### config.mk
export PLATFORM = sky130hd
export DESIGN_NAME = bcd_rtc_regs
export DESIGN_NICKNAME = d
export VERILOG_FILES = /design/src/rtl/rtc_pkg.sv /design/src/rtl/rtc_next_time.sv /design/src/rtl/rtc_bus_port.sv /design/src/rtl/bcd_rtc_regs.sv
export SDC_FILE = /design/constraint.sdc
export NUM_CORES = 1
export LEC_CHECK = 0
export BUFFER_PORTS_ARGS = -buffer_cell sky130_fd_sc_hd__buf_2
export CORE_ASPECT_RATIO = 0.9
export CORE_MARGIN = 5
export CORE_UTILIZATION = 45
export CTS_CLUSTER_SIZE = 8
export DETAILED_ROUTE_END_ITERATION = 8
export GPL_ROUTABILITY_DRIVEN = 0
export GPL_TIMING_DRIVEN = 0
export HOLD_SLACK_MARGIN = 0.15
export MAX_ROUTING_LAYER = met4
export PLACE_DENSITY_LB_ADDON = 0.12
export REMOVE_ABC_BUFFERS = 1
export SKIP_CTS_REPAIR_TIMING = 1
export SLEW_MARGIN = 20
export SYNTH_ARGS = -nofsm -noshare
export SYNTH_HDL_FRONTEND = slang
export SYNTH_SLANG_ARGS = --single-unit
### constraint.sdc
create_clock -name clk -period 3.9 [get_ports clk]
set_input_delay 0.585 -clock clk [delete_from_list [all_inputs] [get_ports clk]]
set_output_delay 0.585 -clock clk [all_outputs]
set_load 0.02 [all_outputs]
### src/rtl/rtc_pkg.sv
package rtc_pkg;
  localparam int NFIELD = 8;
  localparam int F_SEC  = 0;
  localparam int F_MIN  = 1;
  localparam int F_HOUR = 2;
  localparam int F_DOW  = 3;
  localparam int F_DATE = 4;
  localparam int F_MON  = 5;
  localparam int F_YEAR = 6;
  localparam int F_CENT = 7;

  function automatic logic [6:0] bcd_to_bin(input logic [7:0] b);
    return 7'(b[7:4]) * 7'd10 + 7'(b[3:0]);
  endfunction

  function automatic logic [7:0] bcd_inc(input logic [7:0] b);
    if (b[3:0] >= 4'd9) return {b[7:4] + 4'd1, 4'h0};
    return {b[7:4], b[3:0] + 4'd1};
  endfunction

  function automatic logic is_leap(input logic [7:0] yr, input logic [7:0] cen);
    logic [6:0] v;
    v = (yr == 8'h00) ? bcd_to_bin(cen) : bcd_to_bin(yr);
    return (v[1:0] == 2'b00);
  endfunction

  function automatic logic [7:0] last_day(input logic [7:0] mon, input logic leap);
    case (mon)
      8'h02:                      return leap ? 8'h29 : 8'h28;
      8'h04, 8'h06, 8'h09, 8'h11: return 8'h30;
      default:                    return 8'h31;
    endcase
  endfunction

  function automatic logic [7:0] reset_value(input int idx);
    if (idx == F_DOW || idx == F_DATE || idx == F_MON) return 8'h01;
    return 8'h00;
  endfunction
endpackage

### src/rtl/rtc_next_time.sv
module rtc_next_time
  import rtc_pkg::*;
(
  input  logic [NFIELD-1:0][7:0] cur,
  output logic [NFIELD-1:0][7:0] nxt,
  output logic [NFIELD-1:0]      roll
);
  logic leap;
  logic [7:0] mon_end;

  assign leap    = is_leap(cur[F_YEAR], cur[F_CENT]);
  assign mon_end = last_day(cur[F_MON], leap);

  // each roll bit: this field wraps on the current second
  assign roll[F_SEC]  = cur[F_SEC] >= 8'h59;
  assign roll[F_MIN]  = roll[F_SEC]  && (cur[F_MIN]  >= 8'h59);
  assign roll[F_HOUR] = roll[F_MIN]  && (cur[F_HOUR] >= 8'h23);
  assign roll[F_DOW]  = roll[F_HOUR] && (cur[F_DOW]  >= 8'h07);
  assign roll[F_DATE] = roll[F_HOUR] && (cur[F_DATE] >= mon_end);
  assign roll[F_MON]  = roll[F_DATE] && (cur[F_MON]  >= 8'h12);
  assign roll[F_YEAR] = roll[F_MON]  && (cur[F_YEAR] >= 8'h99);
  assign roll[F_CENT] = roll[F_YEAR] && (cur[F_CENT] >= 8'h99);

  logic [NFIELD-1:0] step;
  assign step[F_SEC]  = 1'b1;
  assign step[F_MIN]  = roll[F_SEC];
  assign step[F_HOUR] = roll[F_MIN];
  assign step[F_DOW]  = roll[F_HOUR];
  assign step[F_DATE] = roll[F_HOUR];
  assign step[F_MON]  = roll[F_DATE];
  assign step[F_YEAR] = roll[F_MON];
  assign step[F_CENT] = roll[F_YEAR];

  for (genvar i = 0; i < NFIELD; i++) begin : g_fld
    localparam logic [7:0] LOW = reset_value(i);
    assign nxt[i] = !step[i] ? cur[i] : (roll[i] ? LOW : bcd_inc(cur[i]));
  end
endmodule

### src/rtl/rtc_bus_port.sv
module rtc_bus_port
  import rtc_pkg::*;
#(
  parameter int ADDR_W     = 4,
  parameter int CTRL_ADDR  = 0,
  parameter int FIELD_BASE = 1
) (
  input  logic                   wr_en,
  input  logic [ADDR_W-1:0]      addr,
  input  logic                   hold,
  input  logic [NFIELD-1:0][7:0] fld,
  output logic                   ctrl_wr,
  output logic [NFIELD-1:0]      fld_wr,
  output logic [7:0]             rd_data
);
  localparam logic [ADDR_W-1:0] CTRL_A = ADDR_W'(CTRL_ADDR);

  assign ctrl_wr = wr_en && (addr == CTRL_A);

  for (genvar i = 0; i < NFIELD; i++) begin : g_dec
    localparam logic [ADDR_W-1:0] FA = ADDR_W'(FIELD_BASE + i);
    assign fld_wr[i] = wr_en && hold && (addr == FA);
  end

  always_comb begin
    rd_data = 8'h00;
    if (addr == CTRL_A) rd_data = {7'b0, hold};
    for (int i = 0; i < NFIELD; i++)
      if (addr == ADDR_W'(FIELD_BASE + i)) rd_data = fld[i];
  end
endmodule

### src/rtl/bcd_rtc_regs.sv
module bcd_rtc_regs
  import rtc_pkg::*;
#(
  parameter int ADDR_W     = 4,
  parameter int CTRL_ADDR  = 0,
  parameter int FIELD_BASE = 1
) (
  input  logic              clk,
  input  logic              rst_n,
  input  logic              tick,
  input  logic              wr_en,
  input  logic [ADDR_W-1:0] addr,
  input  logic [7:0]        wr_data,
  output logic [7:0]        rd_data
);
  logic                   hold_q;
  logic                   advance;
  logic                   ctrl_wr;
  logic [NFIELD-1:0]      fld_wr;
  logic [NFIELD-1:0]      roll;
  logic [NFIELD-1:0][7:0] fld_q;
  logic [NFIELD-1:0][7:0] fld_nxt;

  assign advance = tick && !hold_q;

  always_ff @(posedge clk) begin
    if (!rst_n)       hold_q <= 1'b0;
    else if (ctrl_wr) hold_q <= wr_data[0];
  end

  rtc_bus_port #(
    .ADDR_W(ADDR_W), .CTRL_ADDR(CTRL_ADDR), .FIELD_BASE(FIELD_BASE)
  ) u_port (
    .wr_en(wr_en), .addr(addr), .hold(hold_q), .fld(fld_q),
    .ctrl_wr(ctrl_wr), .fld_wr(fld_wr), .rd_data(rd_data)
  );

  rtc_next_time u_next (.cur(fld_q), .nxt(fld_nxt), .roll(roll));

  for (genvar i = 0; i < NFIELD; i++) begin : g_reg
    logic [7:0] q;
    always_ff @(posedge clk) begin
      if (!rst_n)         q <= reset_value(i);
      else if (fld_wr[i]) q <= wr_data;
      else if (advance)   q <= fld_nxt[i];
    end
    assign fld_q[i] = q;
  end
endmodule

**Yosys cells after proc, flatten, opt, wreduce, memory -nomap -nowiden**

Index checks and enable logic that the tools add are counted.

- Register bits: 65
- Input port bits: 16
- Output and inout port bits: 8
- Logic and storage cells: 194

- Add/subtract/negate cells: 18
- $mul: 2
- $lt $le $gt $ge: 16
- Equal/unequal tests: 13
- Multiplexer cells: 67
- Reduce and logical (&&, ||, !) cells: 61

Operators by type and width:

| cell | number |
|---|---|
| 8-bit two-way mux | 55 |
| 4-bit by 1-bit adder with 4-bit output (second input constant) | 16 |
| 4-bit greater-or-equal comparator (second input constant) | 8 |
| 2-bit nonzero test | 15 |
| 3-bit nonzero test | 8 |
| 3-bit AND reduction | 7 |
| 1-bit logical AND | 18 |
| 4-bit by 3-bit == test with 1-bit output (second input constant) | 4 |
| 8-bit by 3-bit == test with 1-bit output (second input constant) | 2 |
| 8-bit by 7-bit greater-or-equal comparator with 1-bit output (second input constant) | 2 |
| 8-bit greater-or-equal comparator (second input constant) | 2 |
| 8-bit case mux with 2 select lines | 1 |
| 2-bit AND reduction | 8 |
| 1-bit two-way mux | 10 |
| 4-bit by 2-bit == test with 1-bit output (second input constant) | 2 |
| 8-bit by 2-bit == test with 1-bit output (second input constant) | 1 |
| 8-bit by 4-bit == test with 1-bit output (second input constant) | 1 |
| 8-bit by 5-bit == test with 1-bit output (second input constant) | 1 |
| 8-bit by 3-bit greater-or-equal comparator with 1-bit output (second input constant) | 1 |
| 8-bit by 5-bit greater-or-equal comparator with 1-bit output (second input constant) | 1 |
| 8-bit by 6-bit greater-or-equal comparator with 1-bit output (second input constant) | 1 |
| 8-bit greater-or-equal comparator | 1 |
| 8-bit logical NOT | 1 |
| 4-bit by 3-bit multiplier with 1-bit output (second input constant) | 2 |
| 8 further kinds | 9 |

**Longest topological paths before layout**

Gate-level depths: netlist of the first run.

- Depth after elaboration: 15
- Mapped depth: 14
- Mapped depth without buffers: 14

**Hierarchy**

From an unflattened synthesis of the first run, not the netlist that was laid out.

- Cells, all modules: 742
- Area, all modules: 5780.5 µm²

By module, submodules not included:

| module | instances | cells each | area an instance (µm²) | sequential area each (µm²) |
|---|---|---|---|---|
| bcd_rtc_regs | 1 | 295 | 2815.2 | 1301.2 |
| rtc_next_time | 1 | 332 | 2242.2 | 0.0 |
| rtc_bus_port | 1 | 115 | 723.2 | 0.0 |

**Least setup slack after synthesis of the first run**

OpenSTA, ideal clock, no wires.

- Path type: register to register
- From: reg g_reg[5].q[4]
- To: reg g_reg[6].q[4]
- Library setup time: 0.119 ns
- Arrival time: 2.823 ns
- Required time: 3.781 ns
- Path slack: 0.958 ns
- Stages on the path, launching flop included: 15
- Buffers on the path: 0
- Period minus slack after synthesis: 2.942 ns
- Cell sequence: dfxtp_1 -> inv_1 -> ha_1 -> mux2_2 -> nand2_1 -> o21ai_0 -> and2_1 -> mux2i_1 -> ha_1 -> nor4b_2 -> o21ai_1 -> o211ai_1 -> nor2_1 -> o31a_1 -> o221a_2

- Word-level cells in the longest chain between the ends: 11
- Elaborated cells between the ends (all ways): 19
- Those cells by class: order compare (2); eq/ne (5); mux (5); reduce/logical (7)

Ends and longest elaborated chain:

| what | line | text |
|---|---|---|
| start, declared | bcd_rtc_regs.sv:41 | `logic [7:0] q;` |
| start signal, assigned | bcd_rtc_regs.sv:43 | `if (!rst_n) q <= reset_value(i);` |
| start signal, assigned | bcd_rtc_regs.sv:44 | `else if (fld_wr[i]) q <= wr_data;` |
| start signal, assigned | bcd_rtc_regs.sv:45 | `else if (advance) q <= fld_nxt[i];` |
| 8-bit by 3-bit == test with 1-bit output (tied with other cells) | rtc_pkg.sv:28 | `case (mon)` |
| 4-bit OR reduction | rtc_pkg.sv:28 |  |
| 8-bit case mux with 2 select lines | rtc_pkg.sv:28 |  |
| 8-bit greater-or-equal comparator | rtc_next_time.sv:19 | `assign roll[F_DATE] = roll[F_HOUR] && (cur[F_DATE] >= mon_end);` |
| 1-bit logical AND | rtc_next_time.sv:19 |  |
| 1-bit logical AND (*) | rtc_next_time.sv:20 | `assign roll[F_MON] = roll[F_DATE] && (cur[F_MON] >= 8'h12);` |
| 1-bit logical AND | rtc_next_time.sv:21 | `assign roll[F_YEAR] = roll[F_MON] && (cur[F_YEAR] >= 8'h99);` |
| 8-bit two-way mux (2 in series) | rtc_next_time.sv:36 | `assign nxt[i] = !step[i] ? cur[i] : (roll[i] ? LOW : bcd_inc(cur[i]));` |
| 8-bit two-way mux | bcd_rtc_regs.sv:45 |  |
| 8-bit two-way mux | bcd_rtc_regs.sv:44 |  |
| end signal, assigned | bcd_rtc_regs.sv:43 |  |
| end signal, assigned | bcd_rtc_regs.sv:44 |  |
| end signal, assigned | bcd_rtc_regs.sv:45 |  |
| end, declared | bcd_rtc_regs.sv:41 |  |

Mark *: on every way between the ends. The rest lies on a longest branch, timed or not. The select of a mux whose other input is x is not followed.
A chain may end at the register's enable or synchronous reset.

**Final worst setup path of the first run**

- From: reg g_reg[5].q[0]
- To: reg g_reg[6].q[4]

Same word-level chain as after synthesis.

==> impl_metrics.yaml, run 1 <==
timing:
  finClkSkew_ns: 0.00979
  setup_ws_ns: 0.321
  fin_crit_sh_pct: 91.8
  rsz0062_at_grt: "no"
  fmax_mhz: 279
  hold_viol_final: 0
  setup_tns_ns: 0
  setup_viol: 0
  slew_violations: 0
  relSlewSlack_pct: 25.2
  fin_crit_ns: 3.58
  tightest_slew_ns: 1.11
global_routing:
  grt_pass1_vias: 5162
  grt_antenna_before_repair: 0
  grt_max_degree: 38
  grt_pass1_wl_microns: 27800
  gr-total-overflow: 0
  grt_usage_pct: 26.4
floorplanning:
  die_x_microns: 124
  die_h_microns: 113
  ios: 24
  rows: 37
  dieArea_sq_mm: 0.0139
  start_util_pct: 45.9
  coreArea_sq_mm: 0.0114
yosys:
  yosys.area.top_type: "dfxtp_1"
  synth_compound_area_share_pct: 33.3
  synth.area.mux_share_pct: 1.19
  synth_edf_count: 0
  synthAdderAreaFrac_pct: 11.2
  synth_xor_area_share_pct: 0.333
  ys_top_cells_by_area: "dfxtp_1 25%, ha_1 11%, o21ai_0 5.0%"
  synth_cells: 678
  yosysSeqAreaShare_pct: 24.8
  ys.flop_type: "dfxtp_1"
  synth_area_sq_mm: 0.00525
  synth.top_cell.area_share_pct: 24.8
  synthArstFlopShare_pct: 0
  synth-seq-cells: 65
  avgSynthCellArea_sq_um: 7.75
  synth-simple-area-share_pct: 23.6
  ys.warnings.count: 0
  synthDistinctLibCells: 78
  synth_top_family_by_area: "compound AO/OA/AOI/OAI gates"
power:
  ir_drop_v: 0.000236
  power.leakage_nw: 2.14
  comb_power_share_pct: 7.0
  p_int_w: 0.00116
  clkPwrFrac_pct: 50.0
  p_switching_w: 0.000405
  swShare_pct: 25.9
  p_seq_share_pct: 43.0
  powerDensity_mw_per_mm2: 275
critical_path:
  crit_required_ns: 4.14
  cp-end-kind: "flip-flop"
  cp.arrival_ns: 3.82
  crit_type: "reg2reg"
  startpoint_type: "flip-flop"
  crit_fanout: 7
  r2r_slack_ns: 0.32
layout:
  diodes: 0
  fillCellCount: 1158
  layout.nets: 741
  stdcell_count: 839
  layout_common_cells: "66 x nand2_1, 65 x dfxtp_1, 52 x o21ai_0"
  final_common_cell: "nand2_1"
  drive_gt1_share_pct: 9.66
  syn_to_final_growth_pct: 8.24
detailed_routing:
  ant_nets: 0
  drtIter0Drc: 640
  firstDrtPassIters: 7
  avgViaCountPerCell: 6.42
  drc_errors: 0
  vias: 5383
  wire_per_inst_microns: 20.6
  drt-total-wl_microns: 17300
place:
  placed_cells: 823
  portBuffers: 23
  post-dp-hpwl_microns: 12300
  post-place-ws_ns: 0.249
flow_run:
  max_cap_viol_count: 0
cts:
  cts_tree: "built"
  htree_levels: 3
  cts_buffers: 9
  clock_latency_ns: 0.35
  ctsRootBufferMaster: "clkbuf_16"
  clk_pin_slew_worst_paths_ns: 0.06
  clock-sinks: 65
  cts.path.max_buffers: 2
min_path:
  hold_class: "reg2reg"
status:
  status: "completed"
-- per-layer routing --
layer,wire [microns],vias up,GRT usage [%]
li1,-,2568,-
met1,7960,2565,37.2
met3,1430,30,4.53
met5,0,-,-
met2,7560,220,37.9
met4,365,0,9.27
-- final cells by class --
type / instances / area (sq um) / share of cell area [%]
clock buffers: 13 / 260 / 4.58
well taps: 156 / 195 / 3.43
repair buffers: 23 / 115 / 2.02
flip-flops and latches: 65 / 1300 / 22.9
inverters: 37 / 139 / 2.44
multi-input cells: 542 / 3660 / 64.4
clock inverters: 3 / 15.0 / 0.264
-- power by group through the flow --
stage | combinational [W] | sequential [W] | clock, W
after floorplan | 0.0000451 | 0.000684 | 0
after global placement | 0.000106 | 0.000686 | 0
after detailed placement | 0.000107 | 0.000686 | 0
after CTS | 0.000107 | 0.000671 | 0.000793
after global routing | 0.000117 | 0.000672 | 0.000823
final | 0.000109 | 0.000672 | 0.000781
-- path summary, 6_finish.rpt --
path / startpoint / end / cells past startpoint
setup / recovery: g_reg[5].q[0]$_SDFFE_PN1P_ / g_reg[6].q[4]$_SDFFE_PN0P_ / 13
setup reg to reg: g_reg[5].q[0]$_SDFFE_PN1P_ / g_reg[6].q[4]$_SDFFE_PN0P_ / 13
hold reg to reg: g_reg[0].q[2]$_SDFFE_PN0P_ / g_reg[0].q[2]$_SDFFE_PN0P_ / 2
hold / removal: g_reg[0].q[2]$_SDFFE_PN0P_ / g_reg[0].q[2]$_SDFFE_PN0P_ / 2
-- per-stage QoR --
| stage | power [W] | hold slack, ns | utilization, % | instance area (sq um) |
|---|---|---|---|---|
| after floorplan | 0.000730 | 0.451 | - | 5100 |
| after global placement | 0.000792 | 0.495 | 47.3 | 5410 |
| after detailed placement | 0.000792 | 0.497 | 47.3 | 5410 |
| after CTS | 0.00157 | 0.503 | 49.7 | 5690 |
| after global routing | 0.00161 | 0.520 | 49.7 | 5690 |
| final | 0.00156 | 0.502 | 49.7 | 5690 |
-- logic make-up after synthesis --
logic type,Yosys count
AO/OA/AOI/OAI,252
XOR/XNOR,2
adder cells (fa/ha/maj),47
buffers and inverters,71
flip-flops,65
multiplexers,6
AND/OR/NAND/NOR,235
-- critical path, cell delays in order, from the launching register on --
cell      delay, ns
dfxtp_1        0.50
inv_1          0.14
ha_1           0.25
o211ai_1       0.15
o21ai_0        0.10
and2_1         0.20
mux2i_1        0.16
ha_1           0.26
nor4b_2        0.26
o21ai_1        0.18
o211ai_1       0.55
nor2_1         0.18
o31a_1         0.29
o221a_2        0.24
-- registers in the layout, indices dropped and copies added, names as in the netlist --
| name | cells |
|---|---|
| hold_q | 1 |
| g.q | 64 |
-- cells in the mapped netlist (4+ instances only) --
library cell	count
a221oi_1	11
and3_1	11
nor4_1	7
nand3b_1	7
clkbuf_1	25
nand2_1	66
mux2i_1	4
a31oi_1	14
a21boi_0	4
a21o_1	6
nand2b_1	6
o31a_1	5
a41o_1	4
and2_1	10
nand3_1	24
or3_1	4
a21oi_1	44
dfxtp_1	65
or2_2	4
a211oi_1	10
o21ai_0	53
buf_2	5
o21ai_1	8
ha_1	47
a32oi_1	6
a41oi_1	4
a22o_1	5
inv_1	36
a22oi_1	22
nand4b_1	5
nor2_1	41
o21a_1	5
nor3_1	15
o211ai_1	11
nor2b_1	10
No activity file was read; power rests on OpenSTA's default activity.
==> inputs of run 2 (changes only) <==
==> constraint.sdc (replaced) <==
create_clock -name clk -period 4.1 [get_ports clk]
set_input_delay 0.615 -clock clk [delete_from_list [all_inputs] [get_ports clk]]
set_output_delay 0.615 -clock clk [all_outputs]
set_load 0.02 [all_outputs]
==> run 2 against run 1 <==
Sequential share of layout area unchanged; setup slack got worse by 0.036 ns; die area is the same; wire length barely moved; hold slack about the same; core utilization did not move; clock power fell by 5.0%; final cell count is the same; register-to-register slack got worse by 0.04 ns; power shrank 4.9%; largest power group unchanged.
==> impl_metrics.yaml, run 2 (same netlist as run 1, synthesis figures left out) <==
critical_path:
  r2r_end: "g_reg[6].q[4]$_SDFFE_PN0P_"
  rr_startpoint: "g_reg[5].q[0]$_SDFFE_PN1P_"
  crit_fanout: 7
  startpoint_type: "flip-flop"
  cp.arrival_ns: 4.05
  crit_type: "reg2reg"
  startpoint: "g_reg[5].q[0]$_SDFFE_PN1P_"
  crit_required_ns: 4.34
  cp-end-kind: "flip-flop"
  endpoint: "g_reg[6].q[4]$_SDFFE_PN0P_"
  r2r_cells: 13
  r2r_slack_ns: 0.28
cts:
  clk_pin_slew_worst_paths_ns: 0.06
  cts.path.max_buffers: 2
  cts_tree: "built"
  ctsRootBufferMaster: "clkbuf_16"
  clock_latency_ns: 0.35
  htree_levels: 3
  clock-sinks: 65
  cts_buffers: 9
power:
  powerDensity_mw_per_mm2: 261
  ir_drop_v: 0.000225
  power.leakage_nw: 2.14
detailed_routing:
  drt-total-wl_microns: 17300
  drtIter0Drc: 639
  drc_errors: 0
  ant_nets: 0
  wire_per_inst_microns: 20.6
  firstDrtPassIters: 5
  vias: 5379
  avgViaCountPerCell: 6.41
place:
  post-dp-hpwl_microns: 12300
  placed_cells: 823
  portBuffers: 23
timing:
  fin_crit_sh_pct: 93.1
  setup_viol: 0
  hold_viol_final: 0
  relSlewSlack_pct: 25.0
  finClkSkew_ns: 0.00917
  tightest_slew_ns: 1.12
  setup_tns_ns: 0
  fmax_mhz: 262
  slew_violations: 0
  fin_crit_ns: 3.82
  rsz0062_at_grt: "no"
global_routing:
  grt_pass1_wl_microns: 27800
  grt_antenna_before_repair: 0
  gr-total-overflow: 0
  grt_max_degree: 38
  grt_pass1_vias: 5162
  grt_usage_pct: 26.4
floorplanning:
  dieArea_sq_mm: 0.0139
  die_h_microns: 113
  die_x_microns: 124
  rows: 37
  coreArea_sq_mm: 0.0114
  start_util_pct: 45.9
  ios: 24
flow_run:
  max_cap_viol_count: 0
layout:
  layout_common_cells: "66 x nand2_1, 65 x dfxtp_1, 53 x o21ai_0"
  diodes: 0
  syn_to_final_growth_pct: 8.24
  finalCoreUtilization_pct: 49.7
  top_register: "g.q"
  fillCellCount: 1158
  final_common_cell: "nand2_1"
  largest_register_ffs: 64
  stdcell_count: 839
  largestRegisters: "g.q x64, hold_q x1"
  drive_gt1_share_pct: 9.66
  layout.nets: 741
status:
  status: "completed"
min_path:
  hold_class: "reg2reg"
-- run 2: cell counts in the layout (fill, tap and decap cells not counted) --
Identical to the previous run, type by type.
-- run 2: final cells by class --
class | instances | area (sq um) | area share, %
Clock buffer | 13 | 260 | 4.58
Clock inverter | 3 | 15.0 | 0.264
Inverter | 37 | 139 | 2.44
Multi-Input combinational cell | 542 | 3660 | 64.4
Sequential cell | 65 | 1300 | 22.9
Tap cell | 156 | 195 | 3.43
Timing Repair Buffer | 23 | 115 | 2.02
-- run 2: how the worst min path moves through the flow --
stage	from	to	slack [ns]	cells after the start
floorplan	g_reg[3].q[6]$_SDFFE_PN0P_	g_reg[3].q[6]$_SDFFE_PN0P_	0.45	2
global placement	g_reg[0].q[2]$_SDFFE_PN0P_	g_reg[0].q[2]$_SDFFE_PN0P_	0.49	2
detailed placement	g_reg[0].q[2]$_SDFFE_PN0P_	g_reg[0].q[2]$_SDFFE_PN0P_	0.50	2
CTS	g_reg[0].q[2]$_SDFFE_PN0P_	g_reg[0].q[2]$_SDFFE_PN0P_	0.50	2
global route	g_reg[0].q[2]$_SDFFE_PN0P_	g_reg[0].q[2]$_SDFFE_PN0P_	0.52	2
finish	g_reg[0].q[2]$_SDFFE_PN0P_	g_reg[0].q[2]$_SDFFE_PN0P_	0.50	2
-- run 2: worst max-delay path, cell delays in order, from the launching register on --
cell	delay, ns
dfxtp_1	0.51
inv_1	0.14
ha_1	0.26
o211ai_1	0.15
o21ai_0	0.11
and2_1	0.20
mux2i_1	0.16
ha_1	0.26
nor4b_2	0.26
o21ai_1	0.18
o21ai_0	0.73
o21ai_0	0.32
o31a_1	0.19
o221a_2	0.24
-- run 2: stage by stage --
step	setup WS (ns)	total power (W)	cell area, sq um	hold WS [ns]
after CTS	0.427	0.00149	5690	0.503
after global routing	0.0300	0.00153	5690	0.520
after global placement	0.491	0.000753	5410	0.495
after floorplan	1.16	0.000694	5100	0.451
final	0.285	0.00148	5690	0.502
after detailed placement	0.449	0.000754	5410	0.497
-- run 2: routing by layer --
metal  track usage, %  up-vias  wire [microns]
li1                 -     2565               -
met1             37.2     2555            8090
met2             37.9      229            7550
met3             4.53       30            1310
met4             9.27        0             378
met5                -        -               0
-- run 2: power breakdown --
| part | internal [W] | switching (W) | total [W] | leakage (nW) |
|---|---|---|---|---|
| Sequential | 0.000635 | 0.00000417 | 0.000639 | 0.524 |
| Combinational | 0.0000257 | 0.0000786 | 0.000104 | 1.48 |
| Clock | 0.000440 | 0.000302 | 0.000742 | 0.139 |
| Total | 0.00110 | 0.000385 | 0.00148 | 2.14 |
==> inputs of run 3 (changes only) <==
--- a/config.mk
+++ b/config.mk
@@ -8,7 +8,7 @@
 export BUFFER_PORTS_ARGS = -buffer_cell sky130_fd_sc_hd__buf_2
 export CORE_ASPECT_RATIO = 0.9
 export CORE_MARGIN = 5
-export CORE_UTILIZATION = 45
+export CORE_UTILIZATION = 42
 export CTS_CLUSTER_SIZE = 8
 export DETAILED_ROUTE_END_ITERATION = 8
 export GPL_ROUTABILITY_DRIVEN = 0
==> run 3 against run 2 <==
Die area increased by 6.5%; sequential cell count unchanged; global-route usage decreased by 1.2 points; sequential share of layout area decreased by 0.24 points; via count increased by 1.2%; maximum frequency about the same; setup slack got worse by 0.0028 ns; clock power increased by 17%; critical path type unchanged.
==> impl_metrics.yaml, run 3 (same netlist as run 1, synthesis figures left out) <==
critical_path:
  cp.arrival_ns: 4.07
  path_cells: "inv_1 > ha_1 > mux2_2 > nand2_1 > o21ai_0 > and2_1 > mux2i_1 > ha_1 > nor4b_2 > o21ai_1 > o21ai_0 > o21ai_0 > o31a_1 > o221a_2"
  cp_num_buf_inv: 1
  slowest_stage: "o21ai_0"
  cp-end-kind: "flip-flop"
  cp_num_cells: 14
  crit_type: "reg2reg"
  crit_top_cell: "o21ai_0"
  crit_fanout: 5
  cpPeakStageDelay_ns: 0.72
  crit_required_ns: 4.35
  path_delay_family: "compound AO/OA/AOI/OAI gates"
  r2r_cells: 14
  startpoint_type: "flip-flop"
timing:
  hold_viol_final: 0
  fin_crit_sh_pct: 93.1
  setup_tns_ns: 0
  fin_crit_ns: 3.82
  relSlewSlack_pct: 30.3
  rsz0062_at_grt: "no"
  whs_ns: 0.496
  setup_viol: 0
  slew_violations: 0
  finClkSkew_ns: 0.0108
  tightest_slew_ns: 1.04
  fmax_mhz: 262
cts:
  clock_latency_ns: 0.35
  htree_levels: 3
  ctsRootBufferMaster: "clkbuf_16"
  cts_buffers: 9
  clk_pin_slew_worst_paths_ns: 0.06
  cts.path.max_buffers: 2
  cts_tree: "built"
  clock-sinks: 65
min_path:
  whs_path_depth: 2
  hold_class: "reg2reg"
detailed_routing:
  drtIter0Drc: 702
  highest_layer: "met4"
  firstDrtPassIters: 5
  met3WireLength_microns: 1580
  ant_nets: 0
  drc_errors: 0
  wire_per_inst_microns: 20.9
  wl_met1_microns: 7950
  vias: 5442
  drt-total-wl_microns: 17600
  dr_wl_met2_microns: 7450
  avgViaCountPerCell: 6.46
layout:
  syn_to_final_growth_pct: 9.38
  largestRegisters: "g.q x64, hold_q x1"
  top_register: "g.q"
  drive_gt1_share_pct: 9.96
  final_common_cell: "nand2_1"
  diodes: 0
  largest_register_ffs: 64
  layout_common_cells: "66 x nand2_1, 65 x dfxtp_1, 53 x o21ai_0"
  final_area_sq_mm: 0.00575
  layout.nets: 741
  stdcell_count: 843
global_routing:
  grt_antenna_before_repair: 1
  grt_pass1_vias: 5093
  grt_pass1_wl_microns: 28300
  gr-total-overflow: 0
  grt_max_degree: 38
  grt_usage_pct: 25.2
floorplanning:
  dieArea_sq_mm: 0.0148
  die_x_microns: 128
  ios: 24
  start_util_pct: 43.2
  rows: 38
  coreArea_sq_mm: 0.0122
  die_h_microns: 116
power:
  powerDensity_mw_per_mm2: 280
  ir_drop_v: 0.000322
  power.leakage_nw: 2.16
flow_run:
  max_cap_viol_count: 0
place:
  portBuffers: 23
  placed_area_sq_mm: 0.00542
  post-dp-hpwl_microns: 12500
  placed_cells: 827
status:
  status: "completed"
## run 3: cell count changes in the layout (fill, tap and decap cells not counted), sizes merged
cell,before,now
clkbuf,13,11
clkinvlp,0,1
clkinv,3,2
bufinv,0,2
## run 3: tightest hold or removal path, delay by kind of cell, from the launching register on
family,cells,cell delay [ns]
DFF,1,0.33
and+or+nand+nor,1,0.07
AOI/OAI and AO/OA,1,0.05
## run 3: layer usage
| layer | vias up | GRT usage (%) |
|---|---|---|
| met1 | 2598 | 34.4 |
| met5 | - | - |
| met4 | 0 | 10.4 |
| met2 | 236 | 36.1 |
| li1 | 2563 | - |
| met3 | 45 | 5.58 |
## run 3: cell type report
type,count,area [sq um]
multi-input cells,542,3660
inverters,37,139
well taps,160,200
clock buffers,11,253
flip-flops and latches,65,1300
repair buffers,23,115
fillers,1235,6420
clock inverters,5,77.6
## run 3: final timing paths
| kind | start | endpoint | slack [ns] |
|---|---|---|---|
| min | g_reg[0].q[2]$_SDFFE_PN0P_ | g_reg[0].q[2]$_SDFFE_PN0P_ | 0.50 |
| max | g_reg[5].q[4]$_SDFFE_PN0P_ | g_reg[6].q[4]$_SDFFE_PN0P_ | 0.28 |
| min reg2reg | g_reg[0].q[2]$_SDFFE_PN0P_ | g_reg[0].q[2]$_SDFFE_PN0P_ | 0.50 |
| max reg2reg | g_reg[5].q[4]$_SDFFE_PN0P_ | g_reg[6].q[4]$_SDFFE_PN0P_ | 0.28 |
## run 3: metrics by stage
step	total power [W]	utilization, %	setup slack (ns)
floorplan	0.000694	-	1.16
global placement	0.000753	44.5	0.504
detailed placement	0.000755	44.5	0.425
CTS	0.00163	47.2	0.401
global route	0.00166	47.2	0.0112
finish	0.00161	47.2	0.282
## run 3: power breakdown
group          internal (W)  switching (W)
sequential         0.000635     0.00000440
combinational     0.0000258      0.0000783
clock              0.000563       0.000304
